[config.mk]
export PLATFORM = sky130hd
export DESIGN_NAME = sdram_powerup_seq
export DESIGN_NICKNAME = d
export VERILOG_FILES = /design/src/rtl/sdram_init_pkg.sv /design/src/rtl/sdram_cmd_encoder.sv /design/src/rtl/sdram_gap_timer.sv /design/src/rtl/sdram_powerup_seq.sv
export SDC_FILE = /design/constraint.sdc
export NUM_CORES = 1
export LEC_CHECK = 0
export ABC_CLOCK_PERIOD_IN_PS = 1400
export BUFFER_PORTS_ARGS = -buffer_cell sky130_fd_sc_hd__buf_2
export CORE_ASPECT_RATIO = 0.75
export CORE_MARGIN = 1.5
export CORE_UTILIZATION = 45
export CTS_BUF_LIST = sky130_fd_sc_hd__clkbuf_8
export CTS_CLUSTER_SIZE = 40
export DETAILED_ROUTE_END_ITERATION = 8
export PLACE_DENSITY = 0.64
export SETUP_SLACK_MARGIN = 0.3
export SYNTH_ARGS = -nofsm -noshare
export SYNTH_HDL_FRONTEND = slang
export SYNTH_HIERARCHICAL = 1
export SYNTH_SLANG_ARGS = --single-unit
export TNS_END_PERCENT = 1
[constraint.sdc]
create_clock -name clk -period 1.4 [get_ports clk]
set_input_delay 0.07 -clock clk [delete_from_list [all_inputs] [get_ports clk]]
set_output_delay 0.07 -clock clk [all_outputs]
set_load 0.02 [all_outputs]
[src/rtl/sdram_init_pkg.sv]
package sdram_init_pkg;

  typedef enum logic [1:0] {
    CMD_NOP,
    CMD_PRE_ALL,
    CMD_AUTO_REF,
    CMD_LOAD_MODE
  } sdr_cmd_e;

  typedef enum logic [3:0] {
    ST_WAIT,
    ST_CKE_UP,
    ST_PRE,
    ST_PRE_GAP,
    ST_REF,
    ST_REF_GAP,
    ST_LMR,
    ST_LMR_GAP,
    ST_DONE
  } seq_state_e;

  function automatic int unsigned max2(input int unsigned a, input int unsigned b);
    return (a > b) ? a : b;
  endfunction

endpackage

[src/rtl/sdram_cmd_encoder.sv]
module sdram_cmd_encoder
  import sdram_init_pkg::*;
(
  input  sdr_cmd_e cmd,
  output logic     cs_n,
  output logic     ras_n,
  output logic     cas_n,
  output logic     we_n
);

  always_comb begin
    cs_n = 1'b0;
    unique case (cmd)
      CMD_PRE_ALL:   {ras_n, cas_n, we_n} = 3'b010;
      CMD_AUTO_REF:  {ras_n, cas_n, we_n} = 3'b001;
      CMD_LOAD_MODE: {ras_n, cas_n, we_n} = 3'b000;
      default:       {ras_n, cas_n, we_n} = 3'b111;
    endcase
  end

endmodule

[src/rtl/sdram_gap_timer.sv]
module sdram_gap_timer #(
  parameter int unsigned W       = 8,
  parameter int unsigned RST_VAL = 0
) (
  input  logic         clk,
  input  logic         rst_n,
  input  logic         load,
  input  logic [W-1:0] load_val,
  output logic         zero
);

  logic [W-1:0] cnt_q, cnt_d;
  logic         cnt_en;

  assign zero   = (cnt_q == '0);
  assign cnt_en = load | ~zero;

  always_comb begin
    if (load) cnt_d = load_val;
    else      cnt_d = cnt_q - W'(1);
  end

  always_ff @(posedge clk or negedge rst_n) begin
    if (!rst_n)      cnt_q <= W'(RST_VAL);
    else if (cnt_en) cnt_q <= cnt_d;
  end

  AST_TMR_ZERO_HOLDS: assert property (@(posedge clk) disable iff (!rst_n)
    (zero && !load) |=> zero);

endmodule

[src/rtl/sdram_powerup_seq.sv]
module sdram_powerup_seq
  import sdram_init_pkg::*;
#(
  parameter int unsigned ADDR_W   = 13,
  parameter int unsigned DQM_W    = 2,
  parameter int unsigned WAIT_CYC = 20000,
  parameter int unsigned T_RP     = 2,
  parameter int unsigned T_RC     = 7,
  parameter int unsigned T_MRD    = 2,
  parameter int unsigned NUM_REF  = 8,
  parameter logic [ADDR_W-1:0] MODE_VAL = ADDR_W'(12'h033)
) (
  input  logic              clk,
  input  logic              rst_n,
  output logic              sdr_cke,
  output logic              sdr_cs_n,
  output logic              sdr_ras_n,
  output logic              sdr_cas_n,
  output logic              sdr_we_n,
  output logic [ADDR_W-1:0] sdr_addr,
  output logic [DQM_W-1:0]  sdr_dqm,
  output logic              init_done
);

  localparam int unsigned MAXV = max2(max2(WAIT_CYC, T_RP), max2(T_RC, T_MRD));
  localparam int unsigned TW   = $clog2(MAXV + 1);
  localparam int unsigned RW   = $clog2(NUM_REF + 1);
  localparam logic [TW-1:0] RP_LD  = TW'(T_RP - 2);
  localparam logic [TW-1:0] RC_LD  = TW'(T_RC - 2);
  localparam logic [TW-1:0] MRD_LD = TW'(T_MRD - 2);
  localparam logic [ADDR_W-1:0] PRE_ADDR = ADDR_W'(1) << 10;

  // reset synchronizer: asynchronous assert, synchronous release
  logic rst_meta, rst_s;
  always_ff @(posedge clk or negedge rst_n) begin
    if (!rst_n) begin
      rst_meta <= 1'b0;
      rst_s    <= 1'b0;
    end else begin
      rst_meta <= 1'b1;
      rst_s    <= rst_meta;
    end
  end

  seq_state_e    state_q, state_d;
  logic [RW-1:0] ref_cnt_q, ref_cnt_d;
  logic          ref_cnt_en;
  logic          tmr_load, tmr_zero;
  logic [TW-1:0] tmr_val;
  sdr_cmd_e      cmd;

  sdram_gap_timer #(.W(TW), .RST_VAL(WAIT_CYC - 1)) u_timer (
    .clk      (clk),
    .rst_n    (rst_s),
    .load     (tmr_load),
    .load_val (tmr_val),
    .zero     (tmr_zero)
  );

  always_comb begin
    state_d    = state_q;
    tmr_load   = 1'b0;
    tmr_val    = '0;
    ref_cnt_en = 1'b0;
    ref_cnt_d  = ref_cnt_q + RW'(1);
    unique case (state_q)
      ST_WAIT:    if (tmr_zero) state_d = ST_CKE_UP;
      ST_CKE_UP:  state_d = ST_PRE;
      ST_PRE: begin
        tmr_load = 1'b1;
        tmr_val  = RP_LD;
        state_d  = ST_PRE_GAP;
      end
      ST_PRE_GAP: if (tmr_zero) state_d = ST_REF;
      ST_REF: begin
        tmr_load   = 1'b1;
        tmr_val    = RC_LD;
        ref_cnt_en = 1'b1;
        state_d    = ST_REF_GAP;
      end
      ST_REF_GAP: if (tmr_zero) state_d = (ref_cnt_q == RW'(NUM_REF)) ? ST_LMR : ST_REF;
      ST_LMR: begin
        tmr_load = 1'b1;
        tmr_val  = MRD_LD;
        state_d  = ST_LMR_GAP;
      end
      ST_LMR_GAP: if (tmr_zero) state_d = ST_DONE;
      default:    state_d = ST_DONE;
    endcase
  end

  always_ff @(posedge clk or negedge rst_s) begin
    if (!rst_s) state_q <= ST_WAIT;
    else        state_q <= state_d;
  end

  always_ff @(posedge clk or negedge rst_s) begin
    if (!rst_s)          ref_cnt_q <= '0;
    else if (ref_cnt_en) ref_cnt_q <= ref_cnt_d;
  end

  always_comb begin
    unique case (state_q)
      ST_PRE:  cmd = CMD_PRE_ALL;
      ST_REF:  cmd = CMD_AUTO_REF;
      ST_LMR:  cmd = CMD_LOAD_MODE;
      default: cmd = CMD_NOP;
    endcase
  end

  sdram_cmd_encoder u_enc (
    .cmd   (cmd),
    .cs_n  (sdr_cs_n),
    .ras_n (sdr_ras_n),
    .cas_n (sdr_cas_n),
    .we_n  (sdr_we_n)
  );

  always_comb begin
    unique case (state_q)
      ST_PRE:  sdr_addr = PRE_ADDR;
      ST_LMR:  sdr_addr = MODE_VAL;
      default: sdr_addr = '0;
    endcase
  end

  assign sdr_cke   = (state_q != ST_WAIT);
  assign sdr_dqm   = '1;
  assign init_done = (state_q == ST_DONE);

  logic [3:0] pins;
  assign pins = {sdr_cs_n, sdr_ras_n, sdr_cas_n, sdr_we_n};

  AST_NOP_WHILE_CKE_LOW: assert property (@(posedge clk) disable iff (!rst_s)
    !sdr_cke |-> (pins == 4'b0111));
  AST_CKE_HOLDS: assert property (@(posedge clk) disable iff (!rst_s)
    sdr_cke |=> sdr_cke);
  AST_PRE_A10_HIGH: assert property (@(posedge clk) disable iff (!rst_s)
    (pins == 4'b0010) |-> sdr_addr[10]);
  AST_LMR_AFTER_ALL_REF: assert property (@(posedge clk) disable iff (!rst_s)
    (pins == 4'b0000) |-> (ref_cnt_q == RW'(NUM_REF)));
  AST_REF_COUNT_BOUND: assert property (@(posedge clk) disable iff (!rst_s)
    ref_cnt_q <= RW'(NUM_REF));
  AST_DONE_HOLDS: assert property (@(posedge clk) disable iff (!rst_s)
    init_done |=> init_done);
  AST_IDLE_AFTER_DONE: assert property (@(posedge clk) disable iff (!rst_s)
    init_done |-> (pins == 4'b0111));

endmodule

* Word-level counts from Yosys, hierarchy flattened
Cells that the tools add are included.
** Cells by class
- Add/subtract/negate cells :: 2
- Muxes and demuxes :: 15
- Bitwise operators :: 2
- Reductions and logical operators :: 8
- Equal/unequal tests :: 16
** Operators by type and width (number)
- case mux 4 bit (8 select lines) :: 1
- case mux 11 bit (2 select lines) :: 1
- == test 4 x 3 -> 1 bit, second input constant :: 4
- 2-to-1 mux 4 bit :: 4
- logical NOT 15 bit :: 1
- 2-to-1 mux 15 bit :: 1
- subtractor 15 x 1 -> 15 bit, second input constant :: 1
- == test 4 x 2 -> 1 bit, second input constant :: 2
- == test 4 bit, second input constant :: 2
- != test 2 x 1 -> 1 bit, second input constant :: 4
- case mux 2 bit (3 select lines) :: 1
- OR reduction 3 bit :: 2
- 2-to-1 mux 1 bit :: 5
- adder 4 x 1 -> 4 bit, second input constant :: 1
- == test 2 bit, second input constant :: 2
- == test 4 x 1 -> 1 bit, second input constant :: 1
- logical NOT 4 bit :: 1
- AND reduction 4 bit :: 1
- nonzero test 4 bit :: 1
- OR reduction 2 bit :: 2
- 2-to-1 mux 3 bit :: 1
- == test 2 x 1 -> 1 bit, second input constant :: 1
- 2-to-1 mux 2 bit :: 1
- NOT 1 bit :: 1
- bitwise OR 1 bit :: 1
** Storage, ports and cells
- Word-level logic and storage cells :: 48
- Input bits :: 2
- Output and inout bits :: 21
- Register bits :: 25

* Longest topological paths before layout
Gate-level depths: netlist (run 1).
- Word-level depth :: 5
- Mapped depth :: 8
- Depth with buffers taken out :: 8

* Cells and area by module
Netlist (run 1), hierarchy kept.
** Modules (own cells, without submodules)
- sdram_gap_timer :: instances 1, area each 985.9 um2, cells an instance 102, seq. area each 386.6 um2
- sdram_powerup_seq :: instances 1, area each 613.1 um2, cells an instance 61, seq. area each 250.2 um2
- sdram_cmd_encoder :: instances 1, area each 22.5 um2, cells an instance 5, seq. area each 0.0 um2

* Worst setup path after synthesis (run 1)
OpenSTA, ideal clock, no wires.
- Path type :: register to register
- From :: register u_timer.cnt_q[0]
- To :: register state_q[1]
- Path slack :: -0.426 ns
- Stages on the path, launching flop included :: 9
- Library setup time :: 0.077 ns
- Period minus slack after synthesis :: 1.826 ns
- Arrival time :: 1.748 ns
- Buffers on the path :: 0
- Path through :: dfstp_2 > inv_1 > ha_1 > nor4b_2 > nand4_1 > inv_1 > and4b_1 > nand3b_1 > a21oi_1
** On the way
- Word-level cells in the longest chain between the ends :: 3
** Ends and longest elaborated chain
- start: declaration :: RTL line sdram_gap_timer.sv:12 : logic [W-1:0] cnt_q, cnt_d;
- start signal: assignment :: RTL line sdram_gap_timer.sv:24 : if (!rst_n) cnt_q <= W'(RST_VAL);
- start signal: assignment :: RTL line sdram_gap_timer.sv:25 : else if (cnt_en) cnt_q <= cnt_d;
- logical NOT 15 bit * :: RTL line sdram_gap_timer.sv:15 : assign zero = (cnt_q == '0);
- net tmr_zero :: RTL line sdram_powerup_seq.sv:48 : logic tmr_load, tmr_zero;
- != test 2 x 1 -> 1 bit (no line)
- AND reduction 4 bit (no line) *
- end signal: assignment :: RTL line sdram_powerup_seq.sv:94 : else state_q <= state_d;
- end: declaration :: RTL line sdram_powerup_seq.sv:45 : seq_state_e state_q, state_d;
The timed path passes the listed nets; every way through them passes the cells marked *.
A chain may end at the register's enable or synchronous reset.

* Worst setup path after layout (run 1)
- From :: register u_timer.cnt_q[0]
- To :: register u_timer.cnt_q[5]
** On the way
- Word-level cells in the longest chain between the ends :: 3
** Ends and longest elaborated chain
- parallel branches: the longest is 3 deep, another holds subtractor 15 x 1 -> 15 bit
Several ways; the timed one is not identified.

==> results of run 1 <==
-- power breakdown --
| part | total [mW] | switching [mW] | internal (mW) |
|---|---|---|---|
| logic | 0.0511 | 0.0445 | 0.00663 |
| registers | 0.727 | 0.00108 | 0.726 |
| clock network | 0.446 | 0.243 | 0.202 |
-- final cells by class --
| class | count | area (um2) | share of cell area |
|---|---|---|---|
| multi-input cells | 133 | 991 | 0.454 |
| flip-flops and latches | 25 | 637 | 0.292 |
| repair buffers | 50 | 419 | 0.192 |
| well taps | 40 | 50.0 | 0.0229 |
| clock buffers | 3 | 41.3 | 0.0189 |
| inverters | 10 | 37.5 | 0.0172 |
| clock inverters | 1 | 7.51 | 0.00344 |
-- cells in the final DEF (no fill, tap or decap), types with 2 or more instances in the layout --
cell      count
nor2_1       11
nand2_1      16
o21ai_1       3
inv_2         4
ha_1          2
nor4_4        4
and2_4        2
buf_2         4
mux2_2        5
buf_12        2
clkbuf_8      3
or4_4         2
nor3_1        5
nor4b_4       2
dfstp_2       9
nand3_1       3
o21ai_0       3
buf_6         7
nand4_1       3
nor4_1        2
inv_1         6
mux2i_1       2
dfrtp_1      16
buf_4        36
conb_1       25
o31ai_1       3
xnor2_1      10
o31ai_2       3
a21oi_1       3
-- cells in the mapped netlist (4+ instances only) --
| cell | number | share of area |
|---|---|---|
| dfrtp_1 | 16 | 0.25 |
| nand2_1 | 16 | 0.037 |
| buf_4 | 14 | 0.065 |
| nor2_1 | 12 | 0.028 |
| inv_1 | 10 | 0.023 |
| xnor2_1 | 10 | 0.054 |
| dfstp_2 | 9 | 0.15 |
| nor3_1 | 6 | 0.019 |
| o21ai_0 | 6 | 0.019 |
| clkbuf_1 | 5 | 0.012 |
| mux2_2 | 5 | 0.035 |
| o31ai_1 | 5 | 0.023 |
| nand3_1 | 4 | 0.012 |
-- how the worst max path moves through the flow --
stage	end	depth (start not counted)
after floorplan	u_timer/cnt_q[13]	6
after global placement	u_timer/cnt_q[13]	6
after detailed placement	u_timer/cnt_q[10]	6
after CTS	u_timer/cnt_q[13]	6
after global routing	state_q[1]	8
final	u_timer/cnt_q[5]	6
-- stage by stage --
step	setup TNS [ns]	hold slack, ns	power (mW)	worst slack, ns	instance area [um2]
after floorplan	-3.54	-0.226	0.801	-0.268	1760
after global placement	-3.95	-0.145	0.788	-0.300	2000
after detailed placement	-4.92	-0.140	0.789	-0.347	2000
after CTS	-4.67	0.0902	1.25	-0.327	2140
after global routing	-6.39	0.104	1.27	-0.404	2180
final	-4.49	0.107	1.22	-0.319	2180
-- worst max-delay path, stage by stage (launching register included) --
cell     delay, ns
dfstp_2       0.39
inv_2         0.07
ha_4          0.14
or4b_4        0.54
nor4_4        0.21
buf_4         0.19
o31ai_1       0.07
-- sequential cells by signal, summed over array words and instances (netlist names) --
signal,cells
rst_meta,1
ref_cnt_q,4
state_q,4
u_timer/cnt_q,15
rst_s,1
-- cell families after synthesis --
group | after synthesis
buffers and inverters | 32
DFF | 25
and+or+nand+nor | 64
muxes | 7
xor gates and xnor gates | 11
other | 3
adders and majority gates | 3
AOI/OAI and AO/OA | 23
-- routing by layer --
metal  part of all wire  track usage  vias to the layer above
met5                  0            0                        -
met4             0.0027       0.0377                        0
met3              0.032       0.0380                        2
met2               0.49        0.340                       27
met1               0.48        0.233                      632
li1                   -            -                      658
-- what timing repair did --
item | in CTS | in global routing
gates cloned | 0 | 0
resized for setup | 19 | 12
setup buffers | 3 | 0
endpoints found under the hold margin | 2 | 0
pin swaps | 14 | 11
endpoints found under the setup margin | 33 | 33
hold buffers | 1 | 0
==> impl_metrics.yaml, run 1 <==
timing:
  slew_violations: 0
  grt_setup_unrepaired: "yes"
  timing.fmax_ghz: 0.582
  setup_slack_ns: -0.319
  hold_viol: 0
  clock_skew_ns: 0.00810
  min_period_ns: 1.72
  setup_violations: 20
  finalCritPeriodShare: 1.23
synthesis:
  synthSimpleGateAreaFrac: 0.259
  yosysWarnings: 6
  synth_compound_area_frac: 0.0988
  synth-edff-count: 0
  synth_top_family_by_area: "simple AND/OR/NAND/NOR gates"
  synthMuxAreaShare: 0.0471
  ys_seq_area_frac: 0.393
  mappedNetlistArea_um2: 1620
  synth_cell_types: 47
  ys_ff_latch: 25
  synth_adder_area_share: 0.0231
  async_reset_ff_frac: 1.00
  synth_xor_area_frac: 0.0594
  synthCells: 168
  ys.flop_type: "dfrtp_1"
  avgSynthCellArea_um2: 9.65
placement:
  portBuffers: 11
  placedCellCount: 254
  dpl.hpwl_um: 2500
  gp_congestion: 0.820
clock_tree:
  clockBufferDepth: 2
  numCtsBuffers: 3
  numClockSinks: 25
  path_clk_slew_ns: 0.09
  cts_tree: "yes"
  htree_num_levels: 1
  clock_latency_ns: 0.28
  cts-root-buf: "clkbuf_8"
floorplan:
  rows: 18
  fp.dieH_um: 55.0
  core-area_um2: 3360
  dieArea_um2: 3980
  io_pins: 23
  start_util: 0.483
  die_w_um: 72.3
drt:
  detail-route-antenna-nets: 0
  wl_per_cell_um: 12.9
  vias_per_cell: 5.03
  vias: 1319
  drtIter0Drc: 103
  drc: 0
  wirelength_um: 3370
  firstDrtPassIters: 4
global_routing:
  grt_max_degree: 22
  grt_usage: 0.186
  overflow: 0
  grt_pass1_wl_um: 5610
  antenna_found_initial: 0
  first_global_vias: 1264
critical_path:
  crit_type: "reg2reg"
  worstPathRequired_ns: 1.57
  regToRegSetupSlack_ns: -0.32
  endpoint_kind: "register"
  crit_fanout: 5
  crit_path_start: "u_timer/cnt_q[0]"
  worstPathArrival_ns: 1.89
  reg2reg_from: "u_timer/cnt_q[0]"
  crit_path_start_kind: "register"
  reg2reg_to: "u_timer/cnt_q[5]"
  worst-r2r-cell-count: 6
power:
  leakagePower_nw: 0.995
  ir_drop_v: 0.000499
  power.density_nw_per_um2: 560
final_layout:
  nets: 228
  stdcell_count: 262
  nFillCells: 278
  drive_gt1_frac: 0.428
  area_growth_pct: 34.6
  final_util: 0.651
  diodes: 0
hold_path:
  min_path_type: "in2async"
run_status:
  status: "complete, but fails checks"
  violations: "negative setup slack"
run:
  cap_violations: 0
No activity file was read; power rests on OpenSTA's default activity.
==> run 2, diff against run 1 <==
Settings changed: CELL_PAD_IN_SITES_DETAIL_PLACEMENT from default to 0, CELL_PAD_IN_SITES_GLOBAL_PLACEMENT from default to 2, CORE_UTILIZATION 45 to 37, CTS_CLUSTER_DIAMETER from default to 150, PLACE_DENSITY 0.64 to 0.81.
==> run 2 against run 1 <==
Net effect:
- the flow still finishes with violations (negative setup slack)
- utilization is 13 points lower
- power is 0.33% higher
- via count fell by 0.61%
- sequential power barely moved
- critical path depth did not move
- die area increased by 21%
- maximum frequency down 2.7%
- worst hold slack worse by 0.021 ns
- design area shrank 1.5%
- critical endpoint is now u_timer/cnt_q[10]
==> impl_metrics.yaml, run 2 (synthesized netlist as in run 1, its figures left out) <==
power:
  leakagePower_nw: 0.971
  power.density_nw_per_um2: 571
  fin_total_pwr_mw: 1.23
  ir_drop_v: 0.000362
placement:
  dpl.hpwl_um: 2500
  portBuffers: 11
  preCtsSetupSlack_ns: -0.351
  gp_congestion: 0.780
drt:
  detail-route-antenna-nets: 0
  vias: 1311
  drc: 0
  vias_per_cell: 4.80
  drtIter0Drc: 47
  firstDrtPassIters: 4
  wirelength_um: 3420
  wl_per_cell_um: 12.5
timing:
  grt_setup_unrepaired: "yes"
  min_period_ns: 1.77
  clock_skew_ns: 0.00626
  slew_violations: 0
  finalCritPeriodShare: 1.26
  hold_viol: 0
  setup_violations: 21
  setup_slack_ns: -0.367
  totalNegativeSetupSlack_ns: -5.45
  timing.fmax_ghz: 0.566
clock_tree:
  cts-root-buf: "clkbuf_8"
  clockBufferDepth: 2
  clock_latency_ns: 0.28
  numClockSinks: 25
  path_clk_slew_ns: 0.10
  cts_tree: "yes"
  numCtsBuffers: 3
  htree_num_levels: 1
global_routing:
  antenna_found_initial: 0
  grt_pass1_wl_um: 5870
  grt_usage: 0.159
  grt_max_degree: 24
  first_global_vias: 1253
  overflow: 0
critical_path:
  crit_type: "reg2reg"
  worstPathArrival_ns: 1.96
  crit_fanout: 5
  crit_path_start_kind: "register"
  worstPathRequired_ns: 1.59
  endpoint_kind: "register"
final_layout:
  final_common_cell: "buf_4"
  area_growth_pct: 32.6
  diodes: 0
  largest_reg_flops: 15
  nets: 224
  top_regs: "u_timer/cnt_q x15, ref_cnt_q x4, state_q x4"
  top_register: "u_timer/cnt_q"
  final_cell_mix: "33 x buf_4, 25 x conb_1, 16 x nand2_1, 16 x dfrtp_1, 11 x nor2_1"
  drive_gt1_frac: 0.417
floorplan:
  rows: 20
  core-area_um2: 4130
  start_util: 0.393
  die_w_um: 79.4
  io_pins: 23
  fp.dieH_um: 60.3
  dieArea_um2: 4790
run:
  cap_violations: 0
run_status:
  violations: "negative setup slack"
  status: "complete, but fails checks"
hold_path:
  min_path_type: "in2async"
## run 2: critical path: stages (launching register included)
cell and delay [ns]:
dfstp_2 0.39, inv_2 0.08, ha_4 0.14, or4b_4 0.54, nor4_4 0.25, xnor2_1 0.10, o31ai_2 0.18
## run 2: final timing paths
path / endpoint / slack (ns) / cells past startpoint / from
worst max-delay path: u_timer/cnt_q[10] / -0.37 / 6 / u_timer/cnt_q[1]
worst min-delay path: rst_meta / 0.09 / 2 / rst_n
worst max register to register: u_timer/cnt_q[10] / -0.37 / 6 / u_timer/cnt_q[1]
worst min register to register: ref_cnt_q[1] / 0.22 / 1 / rst_s
max in group asynchronous: u_timer/cnt_q[10] / 0.88 / 1 / rst_s
min in group clk: rst_s / 0.36 / 0 / rst_meta
## run 2: what timing repair did
| action | in CTS | in global routing |
|---|---|---|
| hold buffers | 1 | 0 |
| endpoints found under the setup margin | 33 | 33 |
| pin swaps | 10 | 8 |
| resized for setup | 19 | 7 |
| setup buffers | 2 | 0 |
| hold endpoints to repair | 2 | 0 |
## run 2: power by group
part           switching, mW  internal [mW]
logic                 0.0446        0.00475
clock network          0.249          0.202
registers           0.000660          0.726
total                  0.295          0.933
## run 2: layout make-up
| class | count | area, um2 |
|---|---|---|
| Fill cell | 383 | 1980 |
| Multi-Input combinational cell | 133 | 993 |
| Sequential cell | 25 | 637 |
| Timing Repair Buffer | 46 | 364 |
| Tap cell | 55 | 68.8 |
| Clock buffer | 3 | 41.3 |
| Inverter | 10 | 37.5 |
| Clock inverter | 1 | 7.51 |
## run 2: stage by stage
step	area [um2]	std cells	hold slack (ns)	util
floorplan	1760	190	-0.226	-
global placement	1980	266	-0.145	0.481
detailed placement	1980	266	-0.141	0.481
CTS	2120	273	0.0821	0.514
global route	2150	273	0.0732	0.521
finish	2150	273	0.0852	0.521
## run 2: per-layer routing
metal	vias to the layer above	track usage	part of all wire
met4	0	0.0526	0.012
met1	626	0.205	0.49
met2	30	0.274	0.47
met5	-	0	0
met3	5	0.0316	0.035
li1	650	-	-
==> run 3, diff against run 2 <==
Settings changed: CORE_ASPECT_RATIO 0.75 to 1.25, CORE_MARGIN 1.5 to default.
==> run 3 against run 2 <==
Net effect:
- the run still ends with negative setup slack left
- utilization increased by 0.45 points
- combinational power about the same
- sequential cell count unchanged
- global-route usage increased by 0.38 points
- critical path depth decreased by 1
- sequential power about the same
- clock skew decreased by 0.0026 ns
- worst hold slack improved by 0.025 ns
- non-clock buffer count increased by 3
- power decreased by 0.84%
- maximum frequency increased by 0.97%
- die area decreased by 2.9%
==> impl_metrics.yaml, run 3 (synthesized netlist as in run 1, its figures left out) <==
critical_path:
  crit_path_start_kind: "register"
  critical-path-top-delay-family: "simple AND/OR/NAND/NOR gates"
  crit_path_start: "u_timer/cnt_q[1]"
  worst-r2r-cell-count: 5
  cp_slowest_cell: "or4_4"
  worstPathRequired_ns: 1.56
  reg2reg_from: "u_timer/cnt_q[1]"
  crit_fanout: 3
  path_cells: "buf_4 > or4_4 > and4bb_1 > mux2i_1 > mux2_2"
  critPathMaxStageDelay_ns: 0.51
  endpoint_kind: "register"
  worstPathArrival_ns: 1.91
  reg2reg_to: "u_timer/cnt_q[13]"
  crit_buf_inv: 1
  crit_type: "reg2reg"
  regToRegSetupSlack_ns: -0.35
final_layout:
  top_regs: "u_timer/cnt_q x15, ref_cnt_q x4, state_q x4"
  diodes: 0
  final_cell_mix: "35 x buf_4, 25 x conb_1, 16 x dfrtp_1"
  drive_gt1_frac: 0.439
  top_register: "u_timer/cnt_q"
  nFillCells: 403
  final_common_cell: "buf_4"
  nets: 227
  area_growth_pct: 33.8
  final_cell_area_um2: 2170
  largest_reg_flops: 15
clock_tree:
  cts-root-buf: "clkbuf_8"
  numClockSinks: 25
  cts_tree: "yes"
  clockBufferDepth: 2
  clock_latency_ns: 0.27
  numCtsBuffers: 3
  path_clk_slew_ns: 0.09
  htree_num_levels: 1
drt:
  wirelength_um: 3350
  detail-route-antenna-nets: 0
  drc: 0
  drtIter0Drc: 34
  vias_per_cell: 4.70
  firstDrtPassIters: 3
  vias: 1303
  wl_per_cell_um: 12.1
timing:
  setup_slack_ns: -0.350
  finalCritPeriodShare: 1.25
  grt_setup_unrepaired: "yes"
  hold_slack_ns: 0.110
  slew_headroom: 0.671
  setup_violations: 20
  min_period_ns: 1.75
  slew_violations: 0
  hold_viol: 0
  clock_skew_ns: 0.00366
  timing.fmax_ghz: 0.572
  worst_pin_slew_ns: 0.489
placement:
  preCtsSetupSlack_ns: -0.351
  dpl-instance-area_um2: 2000
  portBuffers: 11
  gp_congestion: 0.778
  dpl.hpwl_um: 2500
run:
  cap_violations: 0
floorplan:
  core-area_um2: 4130
  start_util: 0.392
  dieArea_um2: 4650
  io_pins: 23
  die_w_um: 61.2
  rows: 26
  fp.dieH_um: 76.0
hold_path:
  min_path_type: "in2async"
global_routing:
  grt_pass1_wl_um: 5790
  first_global_vias: 1311
  antenna_found_initial: 0
  grt_max_degree: 24
  grt_most_used_layer: "met2"
  grt_use_met3: 0.0153
  overflow: 0
  grt_usage: 0.163
  grt_util_met1: 0.189
  grt_util_met2: 0.295
power:
  power.density_nw_per_um2: 561
  leakagePower_nw: 0.987
  ir_drop_v: 0.000255
run_status:
  status: "complete, but fails checks"
  violations: "negative setup slack"
run 3: per-stage QoR:
| stage | power [mW] | setup TNS [ns] | std cells | util |
|---|---|---|---|---|
| 2_1_floorplan | 0.801 | -3.54 | 190 | - |
| 3_3_place_gp | 0.787 | -4.34 | 271 | 0.485 |
| 3_5_place_dp | 0.787 | -4.72 | 271 | 0.485 |
| 4_1_cts | 1.24 | -4.95 | 276 | 0.515 |
| 5_1_grt | 1.28 | -6.71 | 277 | 0.525 |
| 6_report | 1.22 | -4.69 | 277 | 0.525 |
run 3: worst max-delay path by stage:
stage | to | slack, ns | cells after the start
after global routing | state_q[1] | -0.44 | 8
after CTS | state_q[1] | -0.35 | 8
after detailed placement | u_timer/cnt_q[10] | -0.35 | 6
after global placement | state_q[1] | -0.34 | 8
final | u_timer/cnt_q[13] | -0.35 | 5
after floorplan | u_timer/cnt_q[13] | -0.27 | 6
run 3: area by class of cell:
cell class	count	area, um2	area share
Clock inverter	1	7.51	0.00346
Multi-Input combinational cell	133	1000	0.461
Clock buffer	3	41.3	0.0190
Sequential cell	25	637	0.294
Timing Repair Buffer	49	375	0.173
Tap cell	56	70.1	0.0323
Inverter	10	37.5	0.0173
run 3: layer usage:
layer | up-vias | wire length (um)
li1 | 654 | -
met1 | 638 | 1380
met2 | 9 | 1900
met3 | 2 | 43
met4 | 0 | 23
met5 | - | 0
run 3: timing repair:
item,CTS,global route
cloned,0,0
pin swaps,14,8
endpoints found under the setup margin,33,33
endpoints found under the hold margin,2,0
setup buffers,0,1
resized for setup,20,10
hold buffers,1,0
run 3: report_power, final:
| group | total, mW | switching, mW | leakage (nW) | internal, mW |
|---|---|---|---|---|
| Combinational | 0.0496 | 0.0449 | 0.667 | 0.00476 |
| Clock | 0.441 | 0.239 | 0.0217 | 0.202 |
| Sequential | 0.727 | 0.000755 | 0.298 | 0.726 |
| Total | 1.22 | 0.285 | 0.987 | 0.932 |
